## config.mk

```make
export PLATFORM = sky130hd
export DESIGN_NAME = penalty_dist_acc
export DESIGN_NICKNAME = d
export VERILOG_FILES = /design/src/rtl/pda_pkg.sv /design/src/rtl/pda_elem.sv /design/src/rtl/pda_seq.sv /design/src/rtl/pda_accum.sv /design/src/rtl/penalty_dist_acc.sv
export SDC_FILE = /design/constraint.sdc
export NUM_CORES = 1
export LEC_CHECK = 0
export ABC_AREA = 1
export BUFFER_PORTS_ARGS = -buffer_cell sky130_fd_sc_hd__buf_2
export CAP_MARGIN = 25
export CORE_MARGIN = 4
export CORE_UTILIZATION = 33
export CTS_CLUSTER_DIAMETER = 120
export CTS_CLUSTER_SIZE = 10
export DETAILED_ROUTE_END_ITERATION = 10
export PLACE_DENSITY = 0.49
export SETUP_SLACK_MARGIN = 0.2
export SKIP_CTS_REPAIR_TIMING = 1
export SYNTH_ARGS = -nofsm -noshare
export SYNTH_HDL_FRONTEND = slang
export SYNTH_HIERARCHICAL = 1
export SYNTH_SLANG_ARGS = --single-unit
```

## constraint.sdc

```tcl
create_clock -name clk -period 2.9 [get_ports clk]
set_input_delay 0.58 -clock clk [delete_from_list [all_inputs] [get_ports clk]]
set_output_delay 0.58 -clock clk [all_outputs]
set_load 0.01 [all_outputs]
```

## src/rtl/pda_pkg.sv

```systemverilog
package pda_pkg;

    // Per-element policy codes
    typedef enum logic [1:0] {
        POL_BOTH  = 2'd0,   // +D for any ordering
        POL_ABOVE = 2'd1,   // +D only if query > template
        POL_BELOW = 2'd2,   // -D only if query < template
        POL_NONE  = 2'd3    // no contribution
    } pen_pol_e;

endpackage

```

## src/rtl/pda_elem.sv

```systemverilog
module pda_elem
    import pda_pkg::*;
#(
    parameter int ELEM_W = 8,
    parameter int WGT_W  = 7,
    parameter int CON_W  = ELEM_W + WGT_W + 1
) (
    input  logic [ELEM_W-1:0]       query,
    input  logic [ELEM_W-1:0]       tmpl,
    input  logic [WGT_W-1:0]        weight,
    input  pen_pol_e                pol,
    input  logic                    en,
    output logic signed [CON_W-1:0] contrib
);
    localparam int PROD_W = ELEM_W + WGT_W;

    logic [ELEM_W:0]   diff;
    logic              borrow;      // 1 when query exceeds template
    logic [ELEM_W-1:0] mag;
    logic [PROD_W-1:0] prod;
    logic [CON_W-1:0]  pos_val;

    always_comb begin
        diff    = {1'b0, tmpl} - {1'b0, query};
        borrow  = diff[ELEM_W];
        // conditional invert plus increment gives the magnitude
        mag     = (diff[ELEM_W-1:0] ^ {ELEM_W{borrow}}) + {{(ELEM_W-1){1'b0}}, borrow};
        prod    = PROD_W'(mag) * PROD_W'(weight);
        pos_val = {1'b0, prod};
        contrib = '0;
        if (en) begin
            unique case (pol)
                POL_BOTH:  contrib = pos_val;
                POL_ABOVE: contrib = borrow ? pos_val : '0;
                POL_BELOW: contrib = borrow ? '0 : -pos_val;
                default:   contrib = '0;
            endcase
        end
    end

endmodule

```

## src/rtl/pda_seq.sv

```systemverilog
module pda_seq #(
    parameter int MAX_DIM = 128,
    parameter int NUM_TPL = 10,
    parameter int IDX_W   = (NUM_TPL > 1) ? $clog2(NUM_TPL) : 1
) (
    input  logic             clk,
    input  logic             rst_n,
    input  logic             start,
    input  logic             last,
    output logic             accept,
    output logic             first,
    output logic             close,
    output logic [IDX_W-1:0] tpl_idx
);
    localparam int CNT_W = $clog2(MAX_DIM + 1);
    localparam logic [CNT_W-1:0] CNT_LAST = CNT_W'(MAX_DIM - 1);
    localparam logic [IDX_W-1:0] IDX_TOP  = IDX_W'(NUM_TPL - 1);

    typedef struct packed {
        logic             busy;
        logic [CNT_W-1:0] cnt;
        logic [IDX_W-1:0] idx;
    } seq_t;

    seq_t s_d, s_q;
    logic [CNT_W-1:0] cnt_cur;

    always_comb begin
        s_d     = s_q;
        accept  = start | s_q.busy;
        first   = start;
        cnt_cur = start ? '0 : s_q.cnt;
        close   = accept & (last | (cnt_cur == CNT_LAST));
        if (accept) begin
            if (close) begin
                s_d.busy = 1'b0;
                s_d.cnt  = '0;
                s_d.idx  = (s_q.idx == IDX_TOP) ? '0 : s_q.idx + 1'b1;
            end else begin
                s_d.busy = 1'b1;
                s_d.cnt  = cnt_cur + 1'b1;
            end
        end
        tpl_idx = s_q.idx;
    end

    always_ff @(posedge clk or negedge rst_n) begin
        if (!rst_n) s_q <= '0;
        else        s_q <= s_d;
    end

endmodule

```

## src/rtl/pda_accum.sv

```systemverilog
module pda_accum #(
    parameter int ACC_W = 22,
    parameter int CON_W = 16,
    parameter int IDX_W = 4
) (
    input  logic                    clk,
    input  logic                    rst_n,
    input  logic                    accept,
    input  logic                    first,
    input  logic                    close,
    input  logic signed [CON_W-1:0] contrib,
    input  logic [IDX_W-1:0]        tpl_idx,
    output logic [ACC_W-1:0]        res_dist,
    output logic [IDX_W-1:0]        res_idx,
    output logic                    res_vld
);
    localparam logic [ACC_W-1:0] SAT_HI = {1'b0, {(ACC_W-1){1'b1}}};
    localparam logic [ACC_W-1:0] SAT_LO = {1'b1, {(ACC_W-1){1'b0}}};

    typedef struct packed {
        logic [ACC_W-1:0] acc;
        logic [ACC_W-1:0] res;
        logic [IDX_W-1:0] ridx;
        logic             vld;
    } acc_t;

    acc_t a_d, a_q;
    logic [ACC_W-1:0] base;
    logic [ACC_W:0]   wide;
    logic [ACC_W-1:0] sat;

    always_comb begin
        a_d     = a_q;
        a_d.vld = 1'b0;
        base    = first ? '0 : a_q.acc;
        wide    = {base[ACC_W-1], base}
                + {{(ACC_W+1-CON_W){contrib[CON_W-1]}}, contrib};
        // two top bits disagree: the sum left the ACC_W range
        if (wide[ACC_W] != wide[ACC_W-1]) sat = wide[ACC_W] ? SAT_LO : SAT_HI;
        else                              sat = wide[ACC_W-1:0];
        if (accept) begin
            if (close) begin
                a_d.res  = sat;
                a_d.ridx = tpl_idx;
                a_d.vld  = 1'b1;
                a_d.acc  = '0;
            end else begin
                a_d.acc  = sat;
            end
        end
        res_dist = a_q.res;
        res_idx  = a_q.ridx;
        res_vld  = a_q.vld;
    end

    always_ff @(posedge clk or negedge rst_n) begin
        if (!rst_n) a_q <= '0;
        else        a_q <= a_d;
    end

endmodule

```

## src/rtl/penalty_dist_acc.sv

```systemverilog
module penalty_dist_acc
    import pda_pkg::*;
#(
    parameter int ELEM_W  = 8,
    parameter int WGT_W   = 7,
    parameter int ACC_W   = 22,
    parameter int NUM_TPL = 10,
    parameter int MAX_DIM = 128,
    localparam int IDX_W  = (NUM_TPL > 1) ? $clog2(NUM_TPL) : 1,
    localparam int CON_W  = ELEM_W + WGT_W + 1
) (
    input  logic              clk,
    input  logic              rst_n,
    input  logic              start_i,
    input  logic              last_i,
    input  logic [ELEM_W-1:0] query_i,
    input  logic [ELEM_W-1:0] tmpl_i,
    input  logic [WGT_W-1:0]  weight_i,
    input  logic [1:0]        op_i,
    input  logic              en_i,
    output logic [ACC_W-1:0]  dist_o,
    output logic [IDX_W-1:0]  idx_o,
    output logic              valid_o
);
    logic                    accept;
    logic                    first;
    logic                    close;
    logic [IDX_W-1:0]        tpl_idx;
    logic signed [CON_W-1:0] contrib;

    pda_elem #(
        .ELEM_W(ELEM_W), .WGT_W(WGT_W), .CON_W(CON_W)
    ) u_elem (
        .query  (query_i),
        .tmpl   (tmpl_i),
        .weight (weight_i),
        .pol    (pen_pol_e'(op_i)),
        .en     (en_i),
        .contrib(contrib)
    );

    pda_seq #(
        .MAX_DIM(MAX_DIM), .NUM_TPL(NUM_TPL), .IDX_W(IDX_W)
    ) u_seq (
        .clk    (clk),
        .rst_n  (rst_n),
        .start  (start_i),
        .last   (last_i),
        .accept (accept),
        .first  (first),
        .close  (close),
        .tpl_idx(tpl_idx)
    );

    pda_accum #(
        .ACC_W(ACC_W), .CON_W(CON_W), .IDX_W(IDX_W)
    ) u_acc (
        .clk     (clk),
        .rst_n   (rst_n),
        .accept  (accept),
        .first   (first),
        .close   (close),
        .contrib (contrib),
        .tpl_idx (tpl_idx),
        .res_dist(dist_o),
        .res_idx (idx_o),
        .res_vld (valid_o)
    );

endmodule

```

After elaboration in Yosys (flattened, before gate mapping)
Index checks and enable logic that the tools add are counted.
{"block": "word_totals", "reg_bits": 62, "input_bits": 30}
{"block": "op_classes", "n_addsub": 6, "mul": 1, "n_eq_ne": 5, "n_mux": 13, "bitwise": 4, "reduce_logical": 2}
{"operator": "$mux W22", "n": 4}
{"operator": "$pmux W16 S3", "n": 1}
{"operator": "$mux W16", "n": 2}
{"operator": "$add A22 B16 Y23", "n": 1}
{"operator": "$neg A15 Y16", "n": 1}
{"operator": "$mul A8 B7 Y15", "n": 1}
{"operator": "$mux W15", "n": 1}
{"operator": "$mux W9", "n": 1}
{"operator": "$sub A8 B8 Y9", "n": 1}
{"operator": "$add A8 B1 Y8", "n": 1}
{"operator": "$add A8 B1 Y8 const B", "n": 1}
{"operator": "$eq A8 B7 Y1 const B", "n": 1}
{"operator": "$mux W8", "n": 1}
{"operator": "$xor A8 B8 Y8", "n": 1}
{"operator": "$add A4 B1 Y4 const B", "n": 1}
{"operator": "$eq A4 B4 Y1 const B", "n": 1}
{"operator": "$mux W4", "n": 1}
{"operator": "$eq A2 B1 Y1 const B", "n": 1}
{"operator": "$eq A2 B2 Y1 const B", "n": 1}
{"operator": "$logic_not A2 Y1", "n": 1}
{"operator": "$mux W1", "n": 2}
{"operator": "$or A1 B1 Y1", "n": 2}
{"operator": "$reduce_and A2 Y1", "n": 1}
{"operator": "$and A1 B1 Y1", "n": 1}
{"operator": "$ne A1 B1 Y1", "n": 1}

Depth between registers and ports, before layout
Gate-level depths: netlist of the first run.
{"block": "logic_depth", "depth_word": 12, "ltp_mapped": 53, "depth_no_buf": 52}

Modules after synthesis
The synthesis of the first run kept the hierarchy.
{"module": "pda_accum", "instances": 1, "cells_per_inst": 592, "area_each_um2": 3878.7, "seq_area_each_um2": 1226.2}
{"module": "pda_elem", "instances": 1, "cells_per_inst": 495, "area_each_um2": 3055.4, "seq_area_each_um2": 0.0}
{"module": "pda_seq", "instances": 1, "cells_per_inst": 110, "area_each_um2": 829.5, "seq_area_each_um2": 325.3}

Worst setup path after synthesis of the first run
OpenSTA, ideal clock, no wires.
{"block": "synth_path", "kind": "in2reg", "from": "input tmpl_i[0]", "to": "register u_acc.a_q (netlist bit u_acc/res_dist[13])", "setup_ns": 0.116, "arrival_ns": 7.906, "required_ns": 2.784, "path_slack_ns": -5.122, "stages": 44, "path_buffers": 2, "path_cell_list": "inv_1 > ha_1 > fa_1 > inv_1 > nand3_1 > nand2_2 > nand4_2 > nand2_2 > buf_6 > xor2_1 > ha_1 > nand2_1 > nor2_4 > xnor2_2 > nor2_1 > fa_1 > fa_1 > fa_1 > [8 not listed] > nand2_1 > nand3_1 > xor2_1 > inv_1 > nor2_1 > nor3_1 > ha_1 > a21oi_1 > nand2_1 > a21oi_1 > nand4_1 > nand2_2 > inv_2 > nand3_2 > buf_6 > nand2_1 > nand2_1 > nand2_1"}
{"block": "synth_via", "elab_chain_len": 11}
{"item": "from (decl)", "line_no": "penalty_dist_acc.sv:17", "rtl": "input logic [ELEM_W-1:0] tmpl_i,"}
{"item": "$sub A8 B8 Y9 *", "line_no": "pda_elem.sv:24", "rtl": "diff = {1'b0, tmpl} - {1'b0, query};"}
{"item": "$xor A8 B8 Y8", "line_no": "pda_elem.sv:27", "rtl": "mag = (diff[ELEM_W-1:0] ^ {ELEM_W{borrow}}) + {{(ELEM_W-1){1'b0}}, borrow};"}
{"item": "$add A8 B1 Y8", "line_no": "pda_elem.sv:27"}
{"item": "$mul A8 B7 Y15", "line_no": "pda_elem.sv:28", "rtl": "prod = PROD_W'(mag) * PROD_W'(weight);"}
{"item": "$neg A15 Y16", "line_no": "pda_elem.sv:35", "rtl": "POL_BELOW: contrib = borrow ? '0 : -pos_val;"}
{"item": "$mux W16 *", "line_no": "pda_elem.sv:35"}
{"item": "$pmux W16 S3 *", "line_no": "pda_elem.sv:32", "rtl": "unique case (pol)"}
{"item": "$mux W16 *", "line_no": "pda_elem.sv:31", "rtl": "if (en) begin"}
{"item": "named net contrib[15]", "line_no": "penalty_dist_acc.sv:29", "rtl": "logic signed [CON_W-1:0] contrib;"}
{"item": "$add A22 B16 Y23 *", "line_no": "pda_accum.sv:37", "rtl": "+ {{(ACC_W+1-CON_W){contrib[CON_W-1]}}, contrib};"}
{"item": "$mux W22 / $ne A1 B1 Y1 (equally long branches)", "line_no": "pda_accum.sv:39", "rtl": "if (wide[ACC_W] != wide[ACC_W-1]) sat = wide[ACC_W] ? SAT_LO : SAT_HI;"}
{"item": "$mux W22 *", "line_no": "pda_accum.sv:39"}
{"item": "to (signal assigned)", "line_no": "pda_accum.sv:57", "rtl": "if (!rst_n) a_q <= '0;"}
{"item": "to (signal assigned)", "line_no": "pda_accum.sv:58", "rtl": "else a_q <= a_d;"}
{"item": "to (decl)", "line_no": "pda_accum.sv:27", "rtl": "acc_t a_d, a_q;"}
The timed path passes the listed nets; every way through them passes the cells marked *.
A chain may end at the register's enable or synchronous reset.

Worst setup path in the final report of the first run
{"block": "layout_path", "from": "input query_i[7]", "to": "register u_acc.a_q (netlist bit u_acc/res_dist[18])"}
{"block": "layout_via", "elab_chain_len": 11}
{"item": "from (decl)", "line_no": "penalty_dist_acc.sv:16", "rtl": "input logic [ELEM_W-1:0] query_i,"}
{"item": "$sub A8 B8 Y9 *", "line_no": "pda_elem.sv:24"}
{"item": "$xor A8 B8 Y8", "line_no": "pda_elem.sv:27"}
{"item": "$add A8 B1 Y8", "line_no": "pda_elem.sv:27"}
{"item": "$mul A8 B7 Y15", "line_no": "pda_elem.sv:28"}
{"item": "$neg A15 Y16", "line_no": "pda_elem.sv:35"}
{"item": "$mux W16", "line_no": "pda_elem.sv:35"}
{"item": "$pmux W16 S3 *", "line_no": "pda_elem.sv:32"}
{"item": "$mux W16 *", "line_no": "pda_elem.sv:31"}
{"item": "named net contrib[14]", "line_no": "penalty_dist_acc.sv:29"}
{"item": "$add A22 B16 Y23 *", "line_no": "pda_accum.sv:37"}
{"item": "$mux W22 / $ne A1 B1 Y1 (equally long branches)", "line_no": "pda_accum.sv:39"}
{"item": "$mux W22 *", "line_no": "pda_accum.sv:39"}
Marks and branches as above.

==> flow_metrics.py, run 1 <==
metrics = {
    "placed_design": {
        "post-place-ws_ns": -5.31,
        "hpwl_um": 18600,
        "port_buffers": 56,
        "place_congestion": 0.850,
        "dpl-instance-area_mm2": 0.00996,
    },
    "timing": {
        "setup_tns_ns": -200.65,
        "hold_violations": 0,
        "slew_headroom_pct": 60.7,
        "setup_viol": 44,
        "skew_ns": 0.0101,
        "fmax_mhz": 133,
        "finalWorstSetupSlack_ns": -4.61,
        "slew_violations": 0,
        "rsz0062_at_grt": "yes",
        "period_share_pct": 259,
        "period_needed_ns": 7.51,
        "worst_slew_pin_slew_ns": 0.589,
    },
    "routing": {
        "wl_per_cell_um": 13.0,
        "firstDrtPassIters": 5,
        "route.vias.total": 7979,
        "wl_um": 22900,
        "drc": 0,
        "viasPerCell": 4.52,
        "drt-initial-drc-count": 465,
        "ant_nets": 0,
    },
    "layout": {
        "n_fill_cell": 2325,
        "post-route-util_pct": 48.3,
        "nNetsFinal": 1574,
        "layout_commonest_cell": "nand2_1",
        "diodes": 0,
        "syn2layout_area_growth_pct": 42.6,
        "seq_area_mm2": 0.00155,
        "multi_input_area_mm2": 0.00600,
        "drive_gt1_share_pct": 35.4,
        "final_cell_mix": "nand2_1, buf_4, inv_1",
        "final_area_mm2": 0.0111,
    },
    "floorplan": {
        "fp.dieH_um": 161,
        "fp-row-count": 55,
        "start_util_pct": 33.9,
        "dieArea_mm2": 0.0260,
        "num_io_pins": 57,
        "chipWidth_um": 161,
        "coreArea_mm2": 0.0229,
    },
    "clock_network": {
        "cts_tree": "built",
        "clock_sinks": 62,
        "htreeDepth": 3,
        "clockRootBuffer": "clkbuf_16",
        "worstSkewPairLatency_ns": 0.33,
        "cts_buffer_depth": 2,
        "clkTransAtPathRegs_ns": 0.06,
        "cts_inserted_buffers": 9,
    },
    "worst_setup_path": {
        "worstSetupEndpointType": "register",
        "worst-setup-path-type": "primary input to register",
        "cp_slowest_stage_delay_ns": 0.56,
        "ff2ff_setup_slack_ns": 0.53,
        "worst_r2r_startpoint": "u_acc/a_q[27]",
        "crit_top_cell": "nand2_2",
        "start_kind": "primary input",
        "cp.arrival_ns": 7.72,
        "crit_start": "query_i[7]",
        "cp_max_fo": 6,
        "worst_path_max_delay_cell": "fa_1",
        "worstPathRequired_ns": 3.12,
    },
    "yosys": {
        "syn_area_mm2": 0.00776,
        "synth_area_leaders": "dfrtp_1, nand2_1, ha_1, inv_1, fa_1",
        "synthCells": 1197,
        "ys_seq_elements": 62,
        "synth-edff-count": 0,
        "ys_seq_area_share_pct": 20.0,
        "synthArstFlopShare_pct": 100,
        "synth_flop_cell": "dfrtp_1",
        "avgSynthCellArea_um2": 6.49,
        "synth_top_area_share_pct": 20.0,
        "syn_nets": 1324,
        "ys_types": 43,
        "yosys.area.top_type": "dfrtp_1",
        "yosysWarnings": 6,
    },
    "pwr": {
        "p_sw_mw": 6.59,
        "switching_share_pct": 48.1,
        "power_frac_seq_pct": 9.1,
        "power.leakage_nw": 6.09,
        "p_per_area_mw_per_mm2": 1240,
        "max-vdd-ir-drop_v": 0.00111,
        "p_comb_share_pct": 83.3,
        "p_int_mw": 7.10,
        "clock_power_share_pct": 7.6,
    },
    "global_route": {
        "grt_pass1_wl_um": 37700,
        "grt_pass1_vias": 7890,
        "grt_usage_pct": 17.3,
        "grt_max_degree": 40,
        "grt_overflow": 0,
        "antenna_found_initial": 0,
    },
    "hold_path": {
        "min_path_type": "primary input to asynchronous set/reset pin",
    },
    "run_status": {
        "status": "complete, but fails checks",
        "violations": "setup timing",
    },
    "flow_run": {
        "cap_viol_max_count": 0,
    },
}
## cell families (layout without fill, tap and decap cells)
family                     after synthesis  in the layout  share of synthesized area [%]
muxes                                    1              1                          0.129
and+or+nand+nor                        696            696                           38.2
buffers and inverters                  226            481                           13.2
xor gates and xnor gates                30             30                           3.87
adders and majority gates               97             97                           18.6
AOI/OAI and AO/OA                       85             85                           6.06
DFF                                     62             62                           20.0
## Yosys cell counts (5+ instances only)
| cell type | n |
|---|---|
| a21oi_1 | 45 |
| a31oi_1 | 5 |
| buf_4 | 31 |
| buf_6 | 7 |
| clkbuf_1 | 7 |
| dfrtp_1 | 62 |
| fa_1 | 31 |
| ha_1 | 66 |
| inv_1 | 170 |
| inv_2 | 6 |
| nand2_1 | 412 |
| nand2_2 | 24 |
| nand3_1 | 69 |
| nand3b_1 | 7 |
| nand4_1 | 20 |
| nor2_1 | 129 |
| nor2_2 | 8 |
| nor3_1 | 7 |
| o21ai_0 | 12 |
| o21ai_1 | 8 |
| o21bai_1 | 6 |
| xnor2_1 | 11 |
| xor2_1 | 14 |
## flip-flops by register name (all words and copies together), names as in the netlist
name            flops
u_acc/res_vld       1
u_seq/s_q           9
u_seq/tpl_idx       4
u_acc/res_idx       4
u_acc/a_q          22
u_acc/res_dist     22
## through the flow
step	power, mW	hold slack, ns	instances
after floorplan	7.25	0.284	1197
after global placement	11.1	0.461	1728
after detailed placement	11.1	0.461	1728
after CTS	12.3	0.268	1744
after global routing	15.1	0.298	1765
final	13.7	0.250	1765
## power groups by stage
stage | sequential, mW | clock, mW | combinational [mW]
after floorplan | 1.22 | 0 | 6.03
after global placement | 1.25 | 0 | 9.89
after detailed placement | 1.25 | 0 | 9.89
after CTS | 1.25 | 1.08 | 9.96
after global routing | 1.28 | 1.12 | 12.7
final | 1.25 | 1.05 | 11.4
## layout make-up
type	instances	share of cell area (%)
well taps	313	3.54
multi-input cells	909	54.2
clock inverters	4	0.429
inverters	177	6.13
clock buffers	12	2.14
flip-flops and latches	62	14.0
repair buffers	288	19.6
## path summary, 6_finish.rpt
kind,end,cells past startpoint
max in group asynchronous,u_acc/a_q[36],2
min,u_seq/s_q[7],1
min reg2reg,u_acc/a_q[30],2
max reg2reg,u_acc/a_q[34],17
max,u_acc/res_dist[18],46
min in group clk,u_acc/a_q[30],2
## worst max-delay path, delay by kind of cell
family	cells	cell delay [ns]
adders and majority gates	8	3.02
and+or+nand+nor	22	2.48
buffers and inverters	13	1.11
AOI/OAI and AO/OA	2	0.35
xor gates and xnor gates	1	0.17
## layer usage
metal	track usage, %	wire, µm	up-vias
li1	-	-	4201
met1	26.0	11900	3666
met2	27.2	10200	97
met3	1.76	626	15
met4	2.75	204	0
met5	0	0	-
(Power assumes the default switching activity.)
==> inputs of run 2 (changes only) <==
--- a/config.mk
+++ b/config.mk
@@ -9,13 +9,14 @@
 export BUFFER_PORTS_ARGS = -buffer_cell sky130_fd_sc_hd__buf_2
 export CAP_MARGIN = 25
 export CORE_MARGIN = 4
-export CORE_UTILIZATION = 33
+export CORE_UTILIZATION = 45
 export CTS_CLUSTER_DIAMETER = 120
 export CTS_CLUSTER_SIZE = 10
 export DETAILED_ROUTE_END_ITERATION = 10
-export PLACE_DENSITY = 0.49
+export PLACE_DENSITY = 0.62
 export SETUP_SLACK_MARGIN = 0.2
 export SKIP_CTS_REPAIR_TIMING = 1
+export SLEW_MARGIN = 20
 export SYNTH_ARGS = -nofsm -noshare
 export SYNTH_HDL_FRONTEND = slang
 export SYNTH_HIERARCHICAL = 1
==> run 2 against run 1 <==
The flow still finishes with violations (setup timing). Sequential power is essentially flat. First-iteration DRC count up 26%. Clock power about the same. Critical path depth is 1 higher. Non-clock buffer count up 3. Clock-buffer cell count shrank 2. Combinational power rose by 7%. Sequential share of layout area is 0.068 points lower. Sequential cell count unchanged. Die area shrank 25%. Critical endpoint is now u_acc/a_q[40]. Largest cell class unchanged. Largest power group unchanged. Highest routed layer unchanged.
==> flow_metrics.py, run 2 (same netlist as run 1, synthesis figures left out) <==
metrics = {
    "placed_design": {
        "place_congestion": 0.904,
        "hpwl_um": 17600,
        "dpl-instance-area_mm2": 0.00975,
        "post-place-ws_ns": -5.32,
        "port_buffers": 56,
        "dp.cells": 1630,
    },
    "hold_path": {
        "min_path_type": "primary input to asynchronous set/reset pin",
    },
    "flow_run": {
        "cap_viol_max_count": 0,
    },
    "layout": {
        "drive_gt1_share_pct": 36.9,
        "nNetsFinal": 1577,
        "instances_no_fill": 1675,
        "diodes": 0,
        "final_cell_mix": "nand2_1, buf_4, inv_1",
        "final_area_mm2": 0.0111,
        "n_fill_cell": 1470,
        "syn2layout_area_growth_pct": 43.3,
        "post-route-util_pct": 66.4,
        "layout_commonest_cell": "nand2_1",
    },
    "floorplan": {
        "chipWidth_um": 139,
        "dieArea_mm2": 0.0194,
        "fp-row-count": 47,
        "num_io_pins": 57,
        "start_util_pct": 46.3,
        "fp.dieH_um": 139,
        "coreArea_mm2": 0.0168,
    },
    "pwr": {
        "max-vdd-ir-drop_v": 0.00137,
        "p_per_area_mw_per_mm2": 1300,
        "power.leakage_nw": 6.15,
        "total_power_mw": 14.5,
    },
    "run_status": {
        "status": "complete, but fails checks",
        "violations": "setup timing",
    },
    "timing": {
        "slew_headroom_pct": 48.2,
        "skew_ns": 0.00762,
        "finalWorstSetupSlack_ns": -4.88,
        "setup_viol": 44,
        "worst_slew_pin_slew_ns": 0.778,
        "period_needed_ns": 7.78,
        "rsz0062_at_grt": "yes",
        "hold_slack_ns": 0.419,
        "slew_violations": 0,
        "period_share_pct": 268,
        "hold_violations": 0,
        "fmax_mhz": 129,
        "setup_tns_ns": -211.83,
    },
    "worst_setup_path": {
        "cp.depth": 47,
        "worst-setup-path-type": "primary input to register",
        "path_delay_family": "adder cells",
        "r2r_cells": 16,
        "worst-path-buf-inv": 11,
        "ff2ff_setup_slack_ns": 0.34,
        "cp_max_fo": 5,
        "worstSetupEndpointType": "register",
        "worstPathRequired_ns": 3.11,
        "r2r_end": "u_acc/a_q[40]",
        "start_kind": "primary input",
        "worst_path_max_delay_cell": "fa_1",
        "cp_slowest_stage_delay_ns": 0.56,
        "crit_top_cell": "nand2_2",
        "cp.arrival_ns": 7.98,
        "worst_r2r_startpoint": "u_acc/a_q[36]",
    },
    "routing": {
        "wl_per_cell_um": 13.8,
        "drt-initial-drc-count": 585,
        "firstDrtPassIters": 7,
        "wl_um": 23100,
        "route.vias.total": 8347,
        "drc": 0,
        "viasPerCell": 4.98,
        "ant_nets": 0,
    },
    "clock_network": {
        "htreeDepth": 3,
        "cts_tree": "built",
        "cts_inserted_buffers": 9,
        "worstSkewPairLatency_ns": 0.32,
        "clock_sinks": 62,
        "clkTransAtPathRegs_ns": 0.05,
        "clockRootBuffer": "clkbuf_16",
        "cts_buffer_depth": 2,
    },
    "global_route": {
        "grt_overflow": 0,
        "grt_pass1_vias": 7844,
        "antenna_found_initial": 0,
        "grt_pass1_wl_um": 36600,
        "grt_max_degree": 63,
        "grt_usage_pct": 22.3,
    },
}
-- run 2: cell types whose count changed in the layout (fill, tap and decap cells not counted), sizes merged --
cell and delta:
clkbuf +1, inv +1, clkinv +1
-- run 2: final cells by class --
| class | count | area, µm² | area share [%] |
|---|---|---|---|
| tap | 220 | 275 | 2.47 |
| inverter | 177 | 679 | 6.11 |
| multi-input combinational | 909 | 6140 | 55.1 |
| clock buffer | 10 | 229 | 2.06 |
| sequential | 62 | 1550 | 13.9 |
| timing repair buffer | 291 | 2190 | 19.7 |
| clock inverter | 6 | 61.3 | 0.551 |
-- run 2: worst max path at each step --
stage,startpoint,endpoint
floorplan,tmpl_i[0],u_acc/res_dist[13]
global placement,tmpl_i[0],u_acc/res_dist[3]
detailed placement,tmpl_i[0],u_acc/res_dist[3]
CTS,tmpl_i[0],u_acc/res_dist[3]
global route,tmpl_i[0],u_acc/a_q[40]
finish,tmpl_i[0],u_acc/a_q[40]
-- run 2: worst reg2reg max path, stage by stage (launching register included) --
cell and delay (ns):
dfrtp_1 0.36, inv_1 0.05, nor2_1 0.21, ha_1 0.36
a21oi_1 0.26, nand2_1 0.12, nand2_1 0.09, nand2_2 0.06
nand2_2 0.08, nand4_1 0.14, nand2_4 0.13, inv_4 0.05
nand3_4 0.14, clkbuf_16 0.19, nand2_2 0.07, nand2_1 0.06
nand2_1 0.06
-- run 2: power breakdown --
part           internal (mW)  leakage, nW  switching (mW)
Clock                  0.663        0.143           0.387
Combinational           5.68         5.18            6.48
Sequential              1.10        0.824           0.150
Total                   7.44         6.15            7.01
-- run 2: layer usage --
layer	track usage (%)	routed length [µm]	vias up
li1	-	-	4200
met5	0	0	-
met4	4.63	201	0
met1	34.6	11100	3874
met2	33.7	10500	250
met3	2.16	1250	23
==> inputs of run 3 (changes only) <==
--- a/config.mk
+++ b/config.mk
@@ -8,7 +8,6 @@
 export ABC_AREA = 1
 export BUFFER_PORTS_ARGS = -buffer_cell sky130_fd_sc_hd__buf_2
 export CAP_MARGIN = 25
-export CORE_MARGIN = 4
 export CORE_UTILIZATION = 45
 export CTS_CLUSTER_DIAMETER = 120
 export CTS_CLUSTER_SIZE = 10
==> run 3 against run 2 <==
The run still ends with setup timing left. Highest routed layer unchanged. First-iteration DRC count fell by 19%. Die area is 8.4% lower. Worst hold slack worse by 0.14 ns. Final area fell by 0.61%. Global-route usage increased by 2.9 points. Register-to-register slack gained 0.11 ns. Core utilization decreased by 0.17 points. Combinational power down 4%. Clock-buffer cell count unchanged. Final cell count increased by 0.12%. Sequential power about the same.
==> flow_metrics.py, run 3 (same netlist as run 1, synthesis figures left out) <==
metrics = {
    "pwr": {
        "clock_power_share_pct": 8.1,
        "max-vdd-ir-drop_v": 0.00104,
        "p_per_area_mw_per_mm2": 1270,
        "power_frac_seq_pct": 8.9,
        "total_power_mw": 14.1,
        "switching_share_pct": 47.8,
        "p_comb_share_pct": 83.0,
        "power.leakage_nw": 6.18,
        "p_sw_mw": 6.73,
        "p_int_mw": 7.35,
    },
    "routing": {
        "viasPerCell": 4.92,
        "drt-initial-drc-count": 476,
        "route.vias.total": 8254,
        "drc": 0,
        "wl_per_cell_um": 13.6,
        "firstDrtPassIters": 7,
        "wl_um": 22700,
        "ant_nets": 0,
    },
    "floorplan": {
        "coreArea_mm2": 0.0167,
        "dieArea_mm2": 0.0178,
        "fp.dieH_um": 133,
        "num_io_pins": 57,
        "start_util_pct": 46.5,
        "chipWidth_um": 133,
        "fp-row-count": 47,
    },
    "worst_setup_path": {
        "start_kind": "primary input",
        "worstPathRequired_ns": 3.16,
        "cp.arrival_ns": 8.12,
        "worst-setup-path-type": "primary input to register",
        "crit_top_cell": "nand2_2",
        "worstSetupEndpointType": "register",
        "worst_path_max_delay_cell": "fa_1",
        "cp_max_fo": 7,
        "cp_slowest_stage_delay_ns": 0.58,
    },
    "timing": {
        "slew_violations": 0,
        "period_share_pct": 271,
        "finalWorstSetupSlack_ns": -4.95,
        "period_needed_ns": 7.85,
        "skew_ns": 0.00626,
        "worst_slew_pin_slew_ns": 0.656,
        "setup_viol": 44,
        "rsz0062_at_grt": "yes",
        "slew_headroom_pct": 56.3,
        "hold_slack_ns": 0.277,
        "fmax_mhz": 127,
        "hold_violations": 0,
    },
    "global_route": {
        "grt_max_degree": 30,
        "grt_overflow": 0,
        "grt_use_met2_pct": 40.3,
        "antenna_found_initial": 0,
        "met3_usage_pct": 2.89,
        "grt_pass1_wl_um": 36400,
        "grt_pass1_vias": 7848,
        "use_met1_pct": 36.9,
        "grt-busiest-layer": "met2",
        "grt_usage_pct": 25.1,
    },
    "run_status": {
        "violations": "setup timing",
        "status": "complete, but fails checks",
    },
    "layout": {
        "final_cell_mix": "nand2_1, buf_4, inv_1",
        "diodes": 0,
        "layout_commonest_cell": "nand2_1",
        "syn2layout_area_growth_pct": 42.5,
        "drive_gt1_share_pct": 35.3,
        "nNetsFinal": 1579,
    },
    "clock_network": {
        "worstSkewPairLatency_ns": 0.33,
        "cts_tree": "built",
        "cts_inserted_buffers": 9,
        "clkTransAtPathRegs_ns": 0.06,
        "htreeDepth": 3,
        "clockRootBuffer": "clkbuf_16",
        "cts_buffer_depth": 2,
        "clock_sinks": 62,
    },
    "placed_design": {
        "port_buffers": 56,
        "hpwl_um": 17900,
        "place_congestion": 0.937,
    },
    "hold_path": {
        "min_path_type": "primary input to asynchronous set/reset pin",
    },
    "flow_run": {
        "cap_viol_max_count": 0,
    },
}
[run 3: cell types whose count changed in the layout (fill, tap and decap cells not counted), moves of 3 or more]
| cell | before | now |
|---|---|---|
| nand2_1 | 330 | 341 |
| nand2_2 | 84 | 73 |
| nor2_2 | 22 | 13 |
| nor2_1 | 104 | 112 |
| buf_4 | 221 | 226 |
| a21oi_2 | 11 | 8 |
| nand2_4 | 24 | 21 |
| nand2_8 | 0 | 3 |
[run 3: worst paths after layout]
| kind | start | to | slack (ns) | cells past startpoint |
|---|---|---|---|---|
| max | tmpl_i[0] | u_acc/a_q[28] | -4.95 | 49 |
| min | rst_n | u_acc/a_q[44] | 0.28 | 1 |
| max reg2reg | u_acc/a_q[27] | u_acc/a_q[28] | 0.45 | 18 |
| min reg2reg | u_acc/a_q[34] | u_acc/a_q[34] | 0.47 | 2 |
| max in group asynchronous | rst_n | u_seq/s_q[6] | 1.91 | 2 |
| min in group clk | u_acc/a_q[34] | u_acc/a_q[34] | 0.47 | 2 |
[run 3: power groups by stage]
stage          Clock (mW)  Combinational, mW  Sequential (mW)
2_1_floorplan           0               6.03             1.22
3_3_place_gp            0               9.90             1.26
3_5_place_dp            0               10.0             1.26
4_1_cts              1.15               10.1             1.26
5_1_grt              1.18               12.9             1.29
6_report             1.13               11.7             1.26
[run 3: worst max-delay path: cells and delay by family]
| family | cells | cell delay (ns) |
|---|---|---|
| compound gates | 2 | 0.33 |
| xor+xnor | 2 | 0.36 |
| fa+ha+maj | 9 | 3.34 |
| buf+inv | 10 | 0.95 |
| simple gates | 26 | 2.50 |
[run 3: metal layers]
layer | wire length, µm | part of all wire, % | up-vias
met4 | 163 | 0.72 | 0
met5 | 0 | 0 | -
li1 | - | - | 4210
met1 | 11200 | 49 | 3840
met3 | 927 | 4.1 | 13
met2 | 10500 | 46 | 191
[run 3: final cells by class]
type / instances / area (µm²)
Clock buffer: 10 / 229
Clock inverter: 6 / 86.3
Fill cell: 1467 / 5640
Inverter: 177 / 677
Multi-Input combinational cell: 909 / 6060
Sequential cell: 62 / 1550
Tap cell: 220 / 275
Timing Repair Buffer: 293 / 2180
[run 3: through the flow]
| stage | area (µm²) | TNS [ns] | util, % | worst slack, ns | instances |
|---|---|---|---|---|---|
| 2_1_floorplan | 7980 | -206.33 | - | -4.72 | 1197 |
| 3_3_place_gp | 9830 | -226.28 | 58.9 | -5.20 | 1639 |
| 3_5_place_dp | 9830 | -233.38 | 58.9 | -5.36 | 1639 |
| 4_1_cts | 10100 | -218.84 | 60.8 | -5.03 | 1655 |
| 5_1_grt | 11100 | -231.67 | 66.2 | -5.31 | 1677 |
| 6_report | 11100 | -215.63 | 66.2 | -4.95 | 1677 |
